--- src/rtl/int_mop_pkg.sv ---
package int_mop_pkg;
  typedef enum logic [2:0] {
    WM_FULL  = 3'd0,
    WM_DUP32 = 3'd1,
    WM_ZX32  = 3'd2,
    WM_SX32  = 3'd3,
    WM_ZX16  = 3'd4,
    WM_SX16  = 3'd5,
    WM_ZX8   = 3'd6,
    WM_SX8   = 3'd7
  } width_mode_e;
endpackage

--- src/rtl/int_mop_adder.sv ---
module int_mop_adder #(
  parameter int DATA_W    = 64,
  parameter int IMM_LOW_W = 25,
  parameter int CHUNK_W   = 8
) (
  input  logic [DATA_W-1:0]    src0,
  input  logic [DATA_W-1:0]    src1,
  input  logic                 src1_cf,
  input  logic [DATA_W-1:0]    src2,
  input  logic                 three_src,
  input  logic [IMM_LOW_W-1:0] imm_low,
  input  logic                 imm_sign,
  input  logic [DATA_W-1:0]    pc,
  input  logic                 inv_src0,
  input  logic                 carry_sel,
  input  logic                 inv_cin,
  input  logic                 add_pc,
  output logic [DATA_W-1:0]    sum,
  output logic                 carry
);
  localparam int SX3_W = DATA_W - IMM_LOW_W;
  localparam int SX2_W = DATA_W - IMM_LOW_W - CHUNK_W;

  logic [DATA_W-1:0] opa, opb, opc, oppc, imm_ext, partial;
  logic              cin;
  logic [DATA_W:0]   core;

  always_comb begin
    opa  = inv_src0 ? ~src0 : src0;
    opb  = carry_sel ? '0 : src1;
    cin  = (carry_sel & src1_cf) ^ inv_cin;
    oppc = add_pc ? pc : '0;
    if (three_src) begin
      opc     = src2;
      imm_ext = {{SX3_W{imm_sign}}, imm_low};
    end else begin
      opc     = '0;
      imm_ext = {{SX2_W{imm_sign}}, src2[CHUNK_W-1:0], imm_low};
    end
    partial = opb + opc + imm_ext + oppc;
    core    = {1'b0, opa} + {1'b0, partial} + {{DATA_W{1'b0}}, cin};
    sum     = core[DATA_W-1:0];
    carry   = core[DATA_W];
  end
endmodule

--- src/rtl/int_mop_lut_logic.sv ---
module int_mop_lut_logic #(
  parameter int DATA_W = 64
) (
  input  logic [DATA_W-1:0] a,
  input  logic [DATA_W-1:0] b,
  input  logic [3:0]        lut,
  output logic [DATA_W-1:0] y
);
  for (genvar i = 0; i < DATA_W; i++) begin : g_bit
    assign y[i] = lut[{a[i], b[i]}];
  end
endmodule

--- src/rtl/int_mop_width_stage.sv ---
module int_mop_width_stage
  import int_mop_pkg::*;
#(
  parameter int DATA_W = 64
) (
  input  logic [DATA_W-1:0] d,
  input  width_mode_e       mode,
  output logic [DATA_W-1:0] y
);
  localparam int W32 = DATA_W / 2;
  localparam int W16 = DATA_W / 4;
  localparam int W8  = DATA_W / 8;

  always_comb begin
    unique case (mode)
      WM_FULL:  y = d;
      WM_DUP32: y = {d[W32-1:0], d[W32-1:0]};
      WM_ZX32:  y = {{(DATA_W-W32){1'b0}}, d[W32-1:0]};
      WM_SX32:  y = {{(DATA_W-W32){d[W32-1]}}, d[W32-1:0]};
      WM_ZX16:  y = {{(DATA_W-W16){1'b0}}, d[W16-1:0]};
      WM_SX16:  y = {{(DATA_W-W16){d[W16-1]}}, d[W16-1:0]};
      WM_ZX8:   y = {{(DATA_W-W8){1'b0}}, d[W8-1:0]};
      WM_SX8:   y = {{(DATA_W-W8){d[W8-1]}}, d[W8-1:0]};
      default:  y = d;
    endcase
  end
endmodule

--- src/rtl/int_mop_unit.sv ---
module int_mop_unit
  import int_mop_pkg::*;
#(
  parameter int DATA_W    = 64,
  parameter int IMM_LOW_W = 25,
  parameter int CHUNK_W   = 8
) (
  input  logic                 clk,
  input  logic                 rst,
  input  logic                 in_valid,
  output logic                 in_ready,
  input  logic                 in_kind,
  input  logic [DATA_W-1:0]    in_src0,
  input  logic [DATA_W-1:0]    in_src1,
  input  logic                 in_src1_cf,
  input  logic [DATA_W-1:0]    in_src2,
  input  logic                 in_three_src,
  input  logic [IMM_LOW_W-1:0] in_imm_low,
  input  logic                 in_imm_sign,
  input  logic [DATA_W-1:0]    in_pc,
  input  logic                 in_inv_src0,
  input  logic                 in_carry_sel,
  input  logic                 in_inv_cin,
  input  logic                 in_add_pc,
  input  logic [3:0]           in_lut,
  input  logic [2:0]           in_mode,
  output logic                 out_valid,
  output logic [DATA_W-1:0]    out_result,
  output logic                 out_carry
);
  localparam int W16 = DATA_W / 4;
  localparam int W8  = DATA_W / 8;
  localparam int W32 = DATA_W / 2;

  logic [DATA_W-1:0] add_sum, logic_y, pre, shaped;
  logic              add_carry;
  logic              accept;

  assign in_ready = ~rst;
  assign accept   = in_valid & in_ready;

  int_mop_adder #(.DATA_W(DATA_W), .IMM_LOW_W(IMM_LOW_W), .CHUNK_W(CHUNK_W)) u_add (
    .src0(in_src0), .src1(in_src1), .src1_cf(in_src1_cf), .src2(in_src2),
    .three_src(in_three_src), .imm_low(in_imm_low), .imm_sign(in_imm_sign),
    .pc(in_pc), .inv_src0(in_inv_src0), .carry_sel(in_carry_sel),
    .inv_cin(in_inv_cin), .add_pc(in_add_pc), .sum(add_sum), .carry(add_carry)
  );

  int_mop_lut_logic #(.DATA_W(DATA_W)) u_logic (
    .a(in_src0), .b(in_src1), .lut(in_lut), .y(logic_y)
  );

  assign pre = in_kind ? logic_y : add_sum;

  int_mop_width_stage #(.DATA_W(DATA_W)) u_width (
    .d(pre), .mode(width_mode_e'(in_mode)), .y(shaped)
  );

  always_ff @(posedge clk) begin
    if (rst) begin
      out_valid  <= 1'b0;
      out_result <= '0;
      out_carry  <= 1'b0;
    end else begin
      out_valid <= accept;
      if (accept) begin
        out_result <= shaped;
        out_carry  <= in_kind ? 1'b0 : add_carry;
      end
    end
  end

  assert_reset_quiet_R1: assert property (@(posedge clk)
    $past(rst) |-> (!out_valid && !out_carry && out_result == '0));

  assert_valid_after_accept_R2: assert property (@(posedge clk) disable iff (rst)
    (in_valid && in_ready) |=> out_valid);

  assert_idle_no_valid_R2: assert property (@(posedge clk) disable iff (rst)
    !(in_valid && in_ready) |=> !out_valid);

  assert_logic_no_carry_R8: assert property (@(posedge clk) disable iff (rst)
    (out_valid && $past(in_kind)) |-> !out_carry);

  assert_zx8_upper_clear_R9: assert property (@(posedge clk) disable iff (rst)
    (out_valid && $past(in_mode) == 3'd6) |-> out_result[DATA_W-1:W8] == '0);

  assert_sx16_upper_copy_R9: assert property (@(posedge clk) disable iff (rst)
    (out_valid && $past(in_mode) == 3'd5) |->
      out_result[DATA_W-1:W16] == {(DATA_W-W16){out_result[W16-1]}});

  assert_dup_halves_R9: assert property (@(posedge clk) disable iff (rst)
    (out_valid && $past(in_mode) == 3'd1) |->
      out_result[DATA_W-1:W32] == out_result[W32-1:0]);
endmodule

--- config.mk ---
export PLATFORM = sky130hd
export DESIGN_NAME = int_mop_unit
export DESIGN_NICKNAME = d
export VERILOG_FILES = /design/src/rtl/int_mop_pkg.sv /design/src/rtl/int_mop_adder.sv /design/src/rtl/int_mop_lut_logic.sv /design/src/rtl/int_mop_width_stage.sv /design/src/rtl/int_mop_unit.sv
export SDC_FILE = /design/constraint.sdc
export NUM_CORES = 1
export LEC_CHECK = 0
export BUFFER_PORTS_ARGS = -buffer_cell sky130_fd_sc_hd__buf_2
export CORE_AREA = 5 5 322 166
export CTS_BUF_LIST = sky130_fd_sc_hd__clkbuf_8
export DETAILED_ROUTE_END_ITERATION = 10
export DIE_AREA = 0 0 327 171
export GPL_TIMING_DRIVEN = 0
export HOLD_SLACK_MARGIN = 0.05
export PLACE_DENSITY_LB_ADDON = 0.3
export SETUP_SLACK_MARGIN = 0.5
export SLEW_MARGIN = 20
export SYNTH_ARGS = -nofsm -noshare
export SYNTH_HDL_FRONTEND = slang
export SYNTH_SLANG_ARGS = --single-unit
export TNS_END_PERCENT = 10
--- constraint.sdc ---
create_clock -name clk -period 9.8 [get_ports clk]
set_clock_uncertainty 0.1 [all_clocks]
set_input_delay 0.98 -clock clk [delete_from_list [all_inputs] [get_ports clk]]
set_output_delay 0.98 -clock clk [all_outputs]
set_load 0.05 [all_outputs]
==> key figures <==
Setup path
  – Worst R2R Start: out_result[60]
  – Setup crit start kind: input port
  – Highest net fanout along the worst path: 10
  – Crit. Startpoint: in_add_pc
  – CP max-delay cell: fa_1
  – Worst r2r dst: out_result[60]
  – CP delay by family, top: compound AO/OA/AOI/OAI gates
  – Critical Path Sink Type: flop
  – WP data arrival: 9.45 ns
  – Type of the worst setup path: input port to flop
  – Setup crit end: out_result[61]
  – Crit path required time: 9.97 ns
  – CP most frequent cell: fa_1
  – Worst-case reg-to-reg path depth: 4
  – Cell count along the critical path: 29
  – Largest stage delay on the critical path: 0.60 ns
  – Crit path buf inv count: 4
  – Flop-to-flop setup slack: 8.44 ns

Placement
  – Dpl hpwl: 79300 um
  – Port-buffer cells: 356
  – Final GP Congestion: 1.04

Synth
  – Post-synth ARST share: 0%
  – Mapped Cells: 2239
  – Post-synth EDFFs: 0
  – Ys flop type: dfxtp_1
  – Ys Warns: 0
  – Unique masters post-synth: 89
  – Cell area after synthesis: 17400 um2
  – Syn Area/Cell: 7.77 um2
  – Net Count, Synth: 2792
  – Post-synthesis sequential area ratio: 7.59%
  – Post-synthesis sequential element count: 66

Global route
  – First-pass GRT wire length: 126000 um
  – Total gr overflow: 0
  – Initial antenna violation count: 5
  – GRT Resource Usage Total: 30.8%
  – Number of global-route vias before repair: 17900
  – Largest net degree at the start of global routing: 18

Clock network
  – CTS tree: done
  – Clock latency at the later pin of the worst-skew pair: 0.37 ns
  – Clk root buf: clkbuf_8
  – Setup bufs post-CTS: 0
  – Cts bufs inserted: 9
  – Total clock sinks: 66
  – H-tree levels: 3
  – Clock Path Buffers: 2
  – CTS Hold Bufs: 0
  – Clock transition at path regs: 0.09 ns

Floorplan
  – Site Rows: 59
  – Die Width: 327 um
  – CORE AREA: 50900 um2
  – Die area: 55900 um2
  – Initial Utilization: 34.2%
  – IO Count: 366
  – Die Ht: 171 um

Hold path
  – HP Class: flop to flop
  – WHS Path Cells: 2

Drt
  – WL/cell: 27.2 um
  – Total number of vias: 19400
  – Post-Route WL: 89500 um
  – Remaining DRCs: 0
  – Violation count after the first detailed-route iteration: 2338
  – Routed vias/inst: 5.90
  – Antenna-violating nets left: 0
  – Pre-antenna DRT Iters: 6

Cells and area
  – Share of cells above drive strength 1: 18.8%
  – P&R area growth vs syn: 16.6%
  – Fillers: 5352
  – Nets: 3159

Run status
  – Status: finished, final reports clean

STA
  – Slew Limit Fails: 0
  – Tcrit/Tclk final: 94.7%
  – Peak Freq: 108 MHz
  – Final setup TNS: 0 ns
  – RSZ-0062 raised after global routing: yes
  – Post-layout min period: 9.28 ns
  – WHS: 0.338 ns
  – Final setup vio count: 0
  – Final Hold Vio Count: 0
  – Slew headroom: 24.1%
  – Worst-Margin Slew: 1.13 ns

Pwr
  – Peak VDD IR: 0.110 mV
  – P per Cell Area: 278 nW/um2
  – Static leakage: 9.39 nW
  – Tot Pwr: 5.65 mW

Run
  – Max cap viols: 0
## layer usage
layer  up-vias  part of all wire [%]  GRT usage, %
li1       8620                     -             -
met1      9281                    48          49.1
met2      1357                    35          37.5
met3       123                    16          12.6
met4         6                   2.1          5.27
met5         -                 0.038             0
## cell type report
class	count	area [um2]	area share, %
buffer	148	591	2.91
multi-input combinational	1836	14800	72.9
sequential	66	1320	6.51
clock buffer	9	124	0.611
tap	671	840	4.14
clock inverter	7	125	0.617
timing repair buffer	356	1780	8.78
inverter	189	709	3.50
antenna	2	5.00	0.0247
## repair_timing
item	in CTS	in global routing
gates resized for setup	2	3
setup endpoints to repair	1	10
gates cloned	0	0
## worst min path at each step
stage	slack [ns]	startpoint	to
4_1_cts	0.34	out_result[40]	out_result[40]
3_3_place_gp	0.32	out_result[40]	out_result[40]
5_1_grt	0.39	out_result[58]	out_result[58]
2_1_floorplan	0.56	out_result[40]	out_result[40]
3_5_place_dp	0.33	out_result[40]	out_result[40]
6_report	0.34	out_result[40]	out_result[40]
## worst min-delay path: stages (launching register included)
cell and delay (ns):
dfxtp_1 0.32, nand2_1 0.05, nand2_1 0.04
## flip-flops by register name, indices dropped and copies added, names as in the netlist
register	count
out_result	64
out_carry	1
out_valid	1
## where the power goes
part	total (mW)	switching, mW	internal [mW]
Combinational	5.01	3.44	1.57
Sequential	0.343	0.0320	0.311
Clock	0.292	0.121	0.171
Total	5.65	3.60	2.05
## cells in the final DEF (no fill, tap or decap), types with 16 or more instances in the layout
master,count
nand2_1,238
o21bai_1,29
buf_2,369
clkbuf_1,123
nand3_1,28
a21oi_1,194
nand2b_1,60
inv_1,188
a211oi_1,29
nor2_1,139
fa_1,128
o21ai_0,133
o211ai_1,16
nand4_1,32
a31oi_1,25
nor2b_1,42
a21o_1,59
dfxtp_1,66
and2_1,49
ha_1,126
nor3_1,41
xnor2_1,66
xor2_1,115
mux4_2,64
## cells in the mapped netlist (10+ instances only)
cell type	count	area share, %
a21o_1	59	2.5
a211oi_1	29	1.3
inv_1	188	4.1
o21ai_0	134	3.9
o211a_1	12	0.69
nand3_1	28	0.81
clkbuf_1	126	2.7
a221oi_1	12	0.60
o211ai_1	16	0.69
o21ai_1	10	0.29
buf_2	13	0.37
xor2_1	115	5.8
xnor2_1	66	3.3
nand4_1	32	1.2
a31oi_1	25	0.90
nor2b_1	42	1.5
o21bai_1	29	1.3
mux2i_1	15	0.86
nand2b_1	60	2.2
nor3_1	43	1.2
and2_1	49	1.8
a21oi_1	194	5.6
fa_1	128	15
dfxtp_1	66	7.6
or3_1	10	0.36
mux4_2	64	8.3
o31ai_1	13	0.56
o21a_1	13	0.56
and3_1	15	0.54
ha_1	126	9.1
nor2_1	139	3.0
nand2_1	238	5.1
## logic make-up after synthesis
| kind of cell | share of synthesized area (%) |
|---|---|
| xor+xnor | 9.11 |
| compound gates | 24.1 |
| flops | 7.59 |
| mux | 9.21 |
| buf+inv | 7.46 |
| simple gates | 18.7 |
| fa+ha+maj | 23.8 |
## metrics by stage
| step | cells | instance area [um2] | utilization [%] | setup WS (ns) |
|---|---|---|---|---|
| finish | 3284 | 20300 | 39.9 | 0.523 |
| global route | 3284 | 20300 | 39.9 | 0.287 |
| global placement | 3266 | 20000 | 39.4 | 0.0954 |
| detailed placement | 3266 | 20000 | 39.4 | -0.0447 |
| CTS | 3282 | 20300 | 39.9 | 0.633 |
| floorplan | 2239 | 17400 | - | 2.30 |
Note: power is estimated with default switching activity, not from simulation.
